### src/rtl/fpadd_pkg.sv
package fpadd_pkg;
  localparam int FRAC_W    = 64;
  localparam int EXP_W     = 16;
  localparam int LEAD_BIT  = FRAC_W - 3;
  localparam int CARRY_BIT = FRAC_W - 2;
  localparam int FAR_GAP   = LEAD_BIT;
  localparam int ST_W      = 3;
  localparam int ST_INEXACT = 0;
  localparam int ST_SNAN    = 1;
  localparam int ST_ISI     = 2;

  typedef enum logic [2:0] {
    CLS_ZERO = 3'd0,
    CLS_NUM  = 3'd1,
    CLS_QNAN = 3'd2,
    CLS_SNAN = 3'd3,
    CLS_INF  = 3'd4
  } fcls_e;

  typedef struct packed {
    fcls_e                    cls;
    logic                     sign;
    logic signed [EXP_W-1:0]  exp;
    logic [FRAC_W-1:0]        frac;
  } fop_t;

  localparam fop_t DEF_QNAN = '{cls: CLS_QNAN, sign: 1'b0, exp: '0, frac: '0};
  localparam fop_t ZERO_OP  = '{cls: CLS_ZERO, sign: 1'b0, exp: '0, frac: '0};
endpackage

### src/rtl/fpadd_special.sv
module fpadd_special
  import fpadd_pkg::*;
(
  input  fop_t              a,
  input  fop_t              b,
  input  logic              op_sub,
  output logic              hit,
  output fop_t              res,
  output logic [ST_W-1:0]   st
);
  logic bs;
  fop_t b_eff;

  assign bs = b.sign ^ op_sub;

  always_comb begin
    b_eff      = b;
    b_eff.sign = bs;
  end

  // fixed precedence: NaNs, infinities, zeros, then finite path
  always_comb begin
    hit = 1'b1;
    res = a;
    st  = '0;
    if (a.cls == CLS_SNAN) begin
      res     = a;
      res.cls = CLS_QNAN;
      st[ST_SNAN] = 1'b1;
    end else if (b.cls == CLS_SNAN) begin
      res     = b;
      res.cls = CLS_QNAN;
      st[ST_SNAN] = 1'b1;
    end else if (a.cls == CLS_QNAN) begin
      res = a;
    end else if (b.cls == CLS_QNAN) begin
      res = b;
    end else if (a.cls == CLS_INF) begin
      if (b.cls == CLS_INF && a.sign != bs) begin
        res = DEF_QNAN;
        st[ST_ISI] = 1'b1;
      end else begin
        res = a;
      end
    end else if (b.cls == CLS_INF) begin
      res = b_eff;
    end else if (a.cls == CLS_ZERO) begin
      if (b.cls == CLS_ZERO) begin
        res      = ZERO_OP;
        res.sign = a.sign & bs;
      end else begin
        res = b_eff;
      end
    end else if (b.cls == CLS_ZERO) begin
      res = a;
    end else begin
      hit = 1'b0;
    end
  end
endmodule

### src/rtl/fpadd_align.sv
module fpadd_align
  import fpadd_pkg::*;
(
  input  fop_t                     a,
  input  fop_t                     b_eff,
  output logic                     far,
  output fop_t                     far_res,
  output logic signed [EXP_W-1:0]  exp_big,
  output logic [FRAC_W-1:0]        frac_a,
  output logic [FRAC_W-1:0]        frac_b,
  output logic                     inexact
);
  localparam int AMT_W = $clog2(FAR_GAP);
  localparam logic signed [EXP_W:0] FAR_P = (EXP_W+1)'(FAR_GAP);

  logic signed [EXP_W:0] diff;
  logic                  a_small;
  logic [AMT_W-1:0]      amt;
  logic [FRAC_W-1:0]     small_f;
  logic [FRAC_W-1:0]     lost_mask;
  logic [FRAC_W-1:0]     shifted;
  logic                  lost;

  always_comb begin
    diff    = $signed({a.exp[EXP_W-1], a.exp}) - $signed({b_eff.exp[EXP_W-1], b_eff.exp});
    far     = (diff >= FAR_P) || (diff <= -FAR_P);
    far_res = (diff > 0) ? a : b_eff;
    a_small = diff < 0;
    amt     = AMT_W'(a_small ? -diff : diff);
    small_f = a_small ? a.frac : b_eff.frac;
    lost_mask = ~({FRAC_W{1'b1}} << amt);
    lost    = |(small_f & lost_mask);
    shifted = (small_f >> amt) | {{(FRAC_W-1){1'b0}}, lost};
    frac_a  = a_small ? shifted : a.frac;
    frac_b  = a_small ? b_eff.frac : shifted;
    exp_big = a_small ? b_eff.exp : a.exp;
    inexact = far | lost;
  end
endmodule

### src/rtl/fpadd_lzc.sv
module fpadd_lzc #(
  parameter int W  = 62,
  parameter int PW = $clog2(W)
) (
  input  logic [W-1:0]  vec,
  output logic [PW-1:0] msb_pos
);
  always_comb begin
    msb_pos = '0;
    for (int i = 0; i < W; i++) begin
      if (vec[i]) msb_pos = PW'(i);
    end
  end
endmodule

### src/rtl/fpadd_norm.sv
module fpadd_norm
  import fpadd_pkg::*;
(
  input  logic signed [FRAC_W-1:0] sum,
  input  logic signed [EXP_W-1:0]  exp_in,
  output fop_t                     res,
  output logic                     is_zero
);
  localparam int LW = LEAD_BIT + 1;
  localparam int PW = $clog2(LW);
  localparam logic signed [EXP_W-1:0] E_ONE = EXP_W'(1);

  logic [FRAC_W-1:0]        mag;
  logic [PW-1:0]            msb_pos;
  logic [PW-1:0]            lz;
  logic signed [EXP_W-1:0]  lz_s;

  assign mag = sum[FRAC_W-1] ? FRAC_W'(-sum) : FRAC_W'(sum);

  fpadd_lzc #(.W(LW), .PW(PW)) u_lzc (
    .vec     (mag[LEAD_BIT:0]),
    .msb_pos (msb_pos)
  );

  assign lz   = PW'(LEAD_BIT) - msb_pos;
  assign lz_s = $signed({{(EXP_W-PW){1'b0}}, lz});

  always_comb begin
    is_zero  = (mag == '0);
    res.cls  = CLS_NUM;
    res.sign = sum[FRAC_W-1];
    res.exp  = exp_in;
    res.frac = mag;
    if (is_zero) begin
      res = ZERO_OP;
    end else if (mag[CARRY_BIT]) begin
      res.frac = (mag >> 1) | {{(FRAC_W-1){1'b0}}, mag[0]};
      res.exp  = exp_in + E_ONE;
    end else begin
      res.frac = mag << lz;
      res.exp  = exp_in - lz_s;
    end
  end
endmodule

### src/rtl/fpadd_top.sv
module fpadd_top
  import fpadd_pkg::*;
(
  input  logic                 clk,
  input  logic                 rst_n,
  input  logic                 in_valid,
  input  logic                 op_sub,
  input  logic [2:0]           a_cls,
  input  logic                 a_sign,
  input  logic [EXP_W-1:0]     a_exp,
  input  logic [FRAC_W-1:0]    a_frac,
  input  logic [2:0]           b_cls,
  input  logic                 b_sign,
  input  logic [EXP_W-1:0]     b_exp,
  input  logic [FRAC_W-1:0]    b_frac,
  output logic                 out_valid,
  output logic [2:0]           r_cls,
  output logic                 r_sign,
  output logic [EXP_W-1:0]     r_exp,
  output logic [FRAC_W-1:0]    r_frac,
  output logic [ST_W-1:0]      r_status
);
  // reset: asserted asynchronously, released after two clock edges
  logic [1:0] rst_pipe;
  logic       rst_ln;

  always_ff @(posedge clk or negedge rst_n) begin
    if (!rst_n) rst_pipe <= '0;
    else        rst_pipe <= {rst_pipe[0], 1'b1};
  end
  assign rst_ln = rst_pipe[1];

  fop_t a_op, b_op, b_eff;

  always_comb begin
    a_op  = '{cls: fcls_e'(a_cls), sign: a_sign, exp: $signed(a_exp), frac: a_frac};
    b_op  = '{cls: fcls_e'(b_cls), sign: b_sign, exp: $signed(b_exp), frac: b_frac};
    b_eff = b_op;
    b_eff.sign = b_sign ^ op_sub;
  end

  // stage 1 combinational
  logic              sp_hit;
  fop_t              sp_res;
  logic [ST_W-1:0]   sp_st;
  logic              al_far;
  fop_t              al_far_res;
  logic signed [EXP_W-1:0] al_exp;
  logic [FRAC_W-1:0] al_fa, al_fb;
  logic              al_inexact;

  fpadd_special u_special (
    .a      (a_op),
    .b      (b_op),
    .op_sub (op_sub),
    .hit    (sp_hit),
    .res    (sp_res),
    .st     (sp_st)
  );

  fpadd_align u_align (
    .a       (a_op),
    .b_eff   (b_eff),
    .far     (al_far),
    .far_res (al_far_res),
    .exp_big (al_exp),
    .frac_a  (al_fa),
    .frac_b  (al_fb),
    .inexact (al_inexact)
  );

  logic            s1_bypass_d;
  fop_t            s1_res_d;
  logic [ST_W-1:0] s1_st_d;

  always_comb begin
    s1_bypass_d = sp_hit | al_far;
    s1_res_d    = sp_hit ? sp_res : al_far_res;
    s1_st_d     = '0;
    if (sp_hit) s1_st_d = sp_st;
    else        s1_st_d[ST_INEXACT] = al_inexact;
  end

  // stage 1 registers
  logic                     s1_valid;
  logic                     s1_bypass;
  fop_t                     s1_res;
  logic [ST_W-1:0]          s1_st;
  logic                     s1_sa, s1_sb;
  logic signed [EXP_W-1:0]  s1_exp;
  logic [FRAC_W-1:0]        s1_fa, s1_fb;

  always_ff @(posedge clk or negedge rst_ln) begin
    if (!rst_ln) s1_valid <= 1'b0;
    else         s1_valid <= in_valid;
  end

  always_ff @(posedge clk) begin
    if (in_valid) begin
      s1_bypass <= s1_bypass_d;
      s1_res    <= s1_res_d;
      s1_st     <= s1_st_d;
      s1_sa     <= a_sign;
      s1_sb     <= b_eff.sign;
      s1_exp    <= al_exp;
      s1_fa     <= al_fa;
      s1_fb     <= al_fb;
    end
  end

  // stage 2 combinational: two's complement sum and renormalization
  logic signed [FRAC_W-1:0] va, vb, sum;
  fop_t                     nm_res;
  logic                     nm_zero;
  fop_t                     out_d;
  logic [ST_W-1:0]          st_d;

  always_comb begin
    va  = s1_sa ? -$signed(s1_fa) : $signed(s1_fa);
    vb  = s1_sb ? -$signed(s1_fb) : $signed(s1_fb);
    sum = va + vb;
  end

  fpadd_norm u_norm (
    .sum     (sum),
    .exp_in  (s1_exp),
    .res     (nm_res),
    .is_zero (nm_zero)
  );

  always_comb begin
    out_d = s1_bypass ? s1_res : nm_res;
    st_d  = (!s1_bypass && nm_zero) ? '0 : s1_st;
  end

  // stage 2 registers
  fop_t            out_q;
  logic [ST_W-1:0] st_q;

  always_ff @(posedge clk or negedge rst_ln) begin
    if (!rst_ln) out_valid <= 1'b0;
    else         out_valid <= s1_valid;
  end

  always_ff @(posedge clk) begin
    if (s1_valid) begin
      out_q <= out_d;
      st_q  <= st_d;
    end
  end

  assign r_cls    = out_q.cls;
  assign r_sign   = out_q.sign;
  assign r_exp    = out_q.exp;
  assign r_frac   = out_q.frac;
  assign r_status = st_q;
endmodule

### config.mk
export PLATFORM = sky130hd
export DESIGN_NAME = fpadd_top
export DESIGN_NICKNAME = d
export VERILOG_FILES = /design/src/rtl/fpadd_pkg.sv /design/src/rtl/fpadd_special.sv /design/src/rtl/fpadd_align.sv /design/src/rtl/fpadd_lzc.sv /design/src/rtl/fpadd_norm.sv /design/src/rtl/fpadd_top.sv
export SDC_FILE = /design/constraint.sdc
export NUM_CORES = 2
export LEC_CHECK = 0
export ABC_CLOCK_PERIOD_IN_PS = 800
export BUFFER_PORTS_ARGS = -buffer_cell sky130_fd_sc_hd__buf_2
export CELL_PAD_IN_SITES_DETAIL_PLACEMENT = 0
export CELL_PAD_IN_SITES_GLOBAL_PLACEMENT = 1
export CORE_MARGIN = 2
export CORE_UTILIZATION = 35
export DETAILED_ROUTE_END_ITERATION = 8
export PLACE_DENSITY = 0.65
export SLEW_MARGIN = 20
export SYNTH_ARGS = -nofsm -noshare
export SYNTH_HDL_FRONTEND = slang
export SYNTH_SLANG_ARGS = --single-unit
### constraint.sdc
create_clock -name clk -period 0.8 [get_ports clk]
set_input_delay 0.08 -clock clk [delete_from_list [all_inputs] [get_ports clk]]
set_output_delay 0.08 -clock clk [all_outputs]
set_load 0.005 [all_outputs]
After elaboration in Yosys (flattened, before gate mapping)
Cells that the tools add are included.
{ "classes": {"mux": 95, "bitwise_logic": 10, "mul": 0, "div_mod_pow": 0, "n_lt_le_gt_ge": 4, "shifts": 3, "reduce_logical": 9, "eq_ne": 7, "addsub": 9} }
{ "ops": {"columns": ["op", "count"], "rows": [
  ["84-bit 2-to-1 mux", 12],
  ["64-bit 2-to-1 mux", 6],
  ["6-bit 2-to-1 mux", 61],
  ["64-bit negation", 3],
  ["80-bit 2-to-1 mux", 2],
  ["64-bit adder", 1],
  ["64-bit AND", 1],
  ["64-bit zero test", 1],
  ["64-bit NOT", 1],
  ["64-bit by 1-bit OR with 64-bit output", 1],
  ["64-bit OR reduction", 1],
  ["64-bit by 6-bit left shift with 64-bit output", 1],
  ["64-bit by 6-bit left shift with 64-bit output, first input constant", 1],
  ["64-bit by 6-bit >> shifter with 64-bit output", 1],
  ["63-bit by 1-bit OR with 63-bit output", 1],
  ["17-bit by 7-bit >= comparator with 1-bit output, second input constant", 1],
  ["17-bit by 1-bit greater-than comparator with 1-bit output, second input constant", 1],
  ["17-bit by 7-bit less-or-equal comparator with 1-bit output, second input constant", 1],
  ["17-bit by 1-bit less-than comparator with 1-bit output, second input constant", 1],
  ["16-bit by 16-bit subtractor with 17-bit output", 1],
  ["16-bit by 2-bit adder with 16-bit output, second input constant", 1],
  ["16-bit 2-to-1 mux", 1],
  ["16-bit by 7-bit subtractor with 16-bit output", 1],
  ["3-bit by 2-bit equality test with 1-bit output, second input constant", 4],
  ["other kinds (15)", 31]
]} }
{ "totals": {"output_inout_bits": 88, "inputBits": 172, "mem_bits_ro": 0, "ff_bits": 325, "latch_bits": 0, "ram_bits": 0, "elab_cells": 158, "memories": 0} }

Logic depth before layout (Yosys ltp)
{ "logic_depth": {"depth_word": 71, "mapped_depth": 59, "ltp_nobuf": 51} }

Cells and area by module
A second synthesis with hierarchy kept.
{ "hier_totals": {"cells_unflattened": 5058, "hier_area_um2": 42912.4} }
{ "by_module_without_submodules": {"columns": ["module", "area_each_um2", "cells_per_inst", "instances", "seq_area_each_um2"], "rows": [
  ["fpadd_top", 18138.6, 1462, 1, 9739.3],
  ["fpadd_align", 12296.8, 1692, 1, 0.0],
  ["fpadd_norm", 10452.5, 1620, 1, 0.0],
  ["fpadd_special", 1302.5, 155, 1, 0.0],
  ["fpadd_lzc", 721.9, 129, 1, 0.0]
]} }

Worst setup path before layout
No wires, ideal clock.
{ "synth_timing": {"path_type": "register to register", "start": "register s1_fb[3]", "end": "register out_q (netlist bit r_exp[15]) (data pin)", "path_slack_ps": -11724, "required_ps": 532, "arrival_ps": 12256, "path_buffers": 9, "setup_ps": 268, "period_less_slack_ps": 12524, "path_stages_with_launch": 55, "path_cell_list": "edfxtp_1 > or4_4 > or4_1 > or4_1 > or4_1 > or3_1 > inv_1 > nand2_1 > o31ai_1 > xnor2_1 > ha_1 > clkbuf_1 > a21oi_1 > o21ai_1 > a311oi_2 > nand2_1 > o21ai_0 > nor2_1 > [... 19 more ...] > nor2_1 > ha_1 > a21oi_1 > o21bai_1 > a21oi_1 > o21bai_1 > a21oi_1 > o21bai_1 > a21oi_1 > o21bai_1 > a21oi_1 > o21bai_1 > a21oi_1 > o21bai_1 > a21oi_1 > xnor2_1 > xnor2_1 > o31ai_1"} }
{ "synth_rtl": {"columns": ["item", "line_no", "rtl"], "rows": [
  ["from (decl)", "fpadd_top.sv:91", "logic [FRAC_W-1:0] s1_fa, s1_fb;"],
  ["from (signal assigned)", "fpadd_top.sv:107", "s1_fb <= al_fb;"],
  ["to (signal assigned)", "fpadd_top.sv:147", "out_q <= out_d;"],
  ["to (decl)", "fpadd_top.sv:137", "fop_t out_q;"]
]} }

==> results.tsv <==
metric	value	unit
status	finished, violations left	
violations	hold timing, setup timing	
syn_area_per_cell	8.40	sq um
drcViolationCount	0	
vias	45990	
yosysTopAreaCell	edfxtp_1	
synth_common_cells	503 x nand2_1, 371 x mux2i_1, 321 x edfxtp_1	
slew_headroom	0.436	
cts_htree_levels	2	
worstRegToRegCells	52	
io-pin-count	260	
cpLargestDelayFamily	simple AND/OR/NAND/NOR gates	
crit_path_top_delay_cell	or4_4	
grt_overflow	0	
crit_end	r_exp[15]	
grt_first_pass_wirelength	309	mm
syn_inst	4377	
critPathLaunch	s1_fb[3]	
rr_startpoint	s1_fb[3]	
setup_violations	508	
grt_max_degree	100	
yosysMostFrequentCell	nand2_1	
start_util	0.354	
wl_per_cell	27.9	um
cts.sinks	325	
ys_warn_count	0	
critPathRequiredTime	1140	ps
io_buffers	259	
cp.arrival	10880	ps
fin_skew	56.2	ps
yosysSeqAreaShare	0.265	
ant_nets	0	
gp_congestion	1.08	
fp-row-count	118	
rsz0062_at_grt	yes	
r2r_setup_slack	-9740	ps
dp_hpwl	180	mm
fp.dieArea	108000	sq um
drt_pass1_iterations	6	
area_growth	63.4	%
synth-async-reset-ratio	0.0123	
min_from	b_frac[13]	
first_iter_violations	5113	
hold_ws	-34.8	ps
dpl.cell_count	7572	
max_freq	94.9	MHz
die_w	328	um
path_depth	52	
core_area	104000	sq um
worstSetupPathType	flop to flop	
drv_slew	0	
grt_usage	0.393	
critPathMaxStageDelay	540	ps
stdcell_area	60100	sq um
tightest_slew	824	ps
cts_buffers	37	
postLayoutSetupSlackWorst	-9740	ps
drt_wl_total	219	mm
hold_viol_final	5	
antenna_found_initial	20	
synth_top_area_frac	0.262	
tns	-1673070	ps
cp.buffers_inverters	7	
syn-num-nets	4657	
crit_fanout	7	
layout.nets	6698	
synth_seq_cells	325	
synth_area	36700	sq um
drive_gt1_frac	0.454	
cp-end-kind	flop	
clk_pin_slew	60	ps
maxCapViolCount	0	
chipHeight	328	um
synthFlopType	edfxtp_1	
crit_top_cell	a21oi_2	
worstSetupStartpointType	flop	
clock_latency	620	ps
worst_hold_path_type	primary input to flop	
ys_types	127	
r2r_end	r_exp[15]	
synth_edf_count	321	
layout_min_cycle_time	10540	ps
fin_cells	7842	
dpl_cell_area	54000	sq um
fin_crit_sh	13.2	
first_global_vias	44230	
cts_root_buf	clkbuf_16	
via_per_inst	5.86	
cts_tree	done	
yosys-top-cells-area	edfxtp_1 26%, mux2i_1 10%, xnor2_1 5.6%	
clock_path_buffers	3	
[metrics by stage]
stage          hold WS (ps)  setup slack, ps   util
6_report              -34.8            -9740  0.579
3_3_place_gp           -131           -10340  0.520
5_1_grt               -28.1           -10290  0.578
4_1_cts               -66.9            -9610  0.569
2_1_floorplan          -216           -10240      -
3_5_place_dp           -132           -10340  0.520
[tightest hold or removal path, delay by kind of cell]
kind     cells  cell delay, ps
mux          1             150
buf+inv      2             200
[worst min-delay path by stage]
stage / slack [ps] / endpoint / depth (start not counted)
global placement: -130 / rst_pipe[1] / 1
detailed placement: -130 / rst_pipe[0] / 1
floorplan: -220 / rst_pipe[0] / 0
CTS: -70 / s1_fb[13] / 3
finish: -30 / s1_fb[13] / 3
global route: -30 / s1_res[4] / 2
[state kept, by name (all words and copies together) (netlist names)]
name	cells
out_valid	1
r_cls	3
r_exp	16
r_frac	64
r_sign	1
r_status	3
rst_pipe	2
s1_bypass	1
s1_exp	16
s1_fa	64
s1_fb	64
s1_res	84
s1_sa	1
s1_sb	1
s1_st	3
s1_valid	1
[per-layer routing]
layer  vias up  wire length (um)  GRT usage
met4         6             16200      0.249
met2      2239             95600      0.606
met1     22273             91300      0.520
met5         -                35          0
met3       572             15700     0.0485
li1      20900                 -          -
[layout by cell type, fill, tap and decap left out, drive strengths merged, types with 94 or more instances in the layout]
master / count
nand3: 94
ha: 105
mux2i: 371
nand2: 504
edfxtp: 321
dlygate4sd3: 102
xnor2: 240
o21ai: 334
a21oi: 272
nor2: 297
a22o: 104
nor3: 121
buf: 2198
[logic make-up (layout without fill, tap and decap cells)]
family / count (synthesis) / in the layout / share of synthesized area
AOI/OAI and AO/OA: 1406 / 1406 / 0.262
and+or+nand+nor: 1396 / 1396 / 0.185
muxes: 473 / 473 / 0.138
buffers and inverters: 387 / 2455 / 0.0438
DFF: 325 / 325 / 0.265
xor gates and xnor gates: 280 / 280 / 0.0678
adders and majority gates: 109 / 109 / 0.0377
other: 1 / 18 / 0.000102
[area by class of cell]
class	instances	area [sq um]
well taps	1380	1730
fillers	9541	43700
inverters	88	358
diodes	17	42.5
flip-flops and latches	325	9740
multi-input cells	3665	29000
clock buffers	45	956
clock inverters	21	178
repair buffers	2301	18100
[what timing repair did]
| item | CTS | global route |
|---|---|---|
| gates resized for setup | 474 | 160 |
| setup buffers | 79 | 18 |
| endpoints found under the setup margin | 493 | 508 |
| hold endpoints to repair | 155 | 19 |
| hold buffers | 102 | 1 |
| cloned | 5 | 1 |
| pin swaps | 134 | 78 |
Power is not shown: default switching activity piles up to over one toggle a cycle in this logic, so the estimate is an artifact.
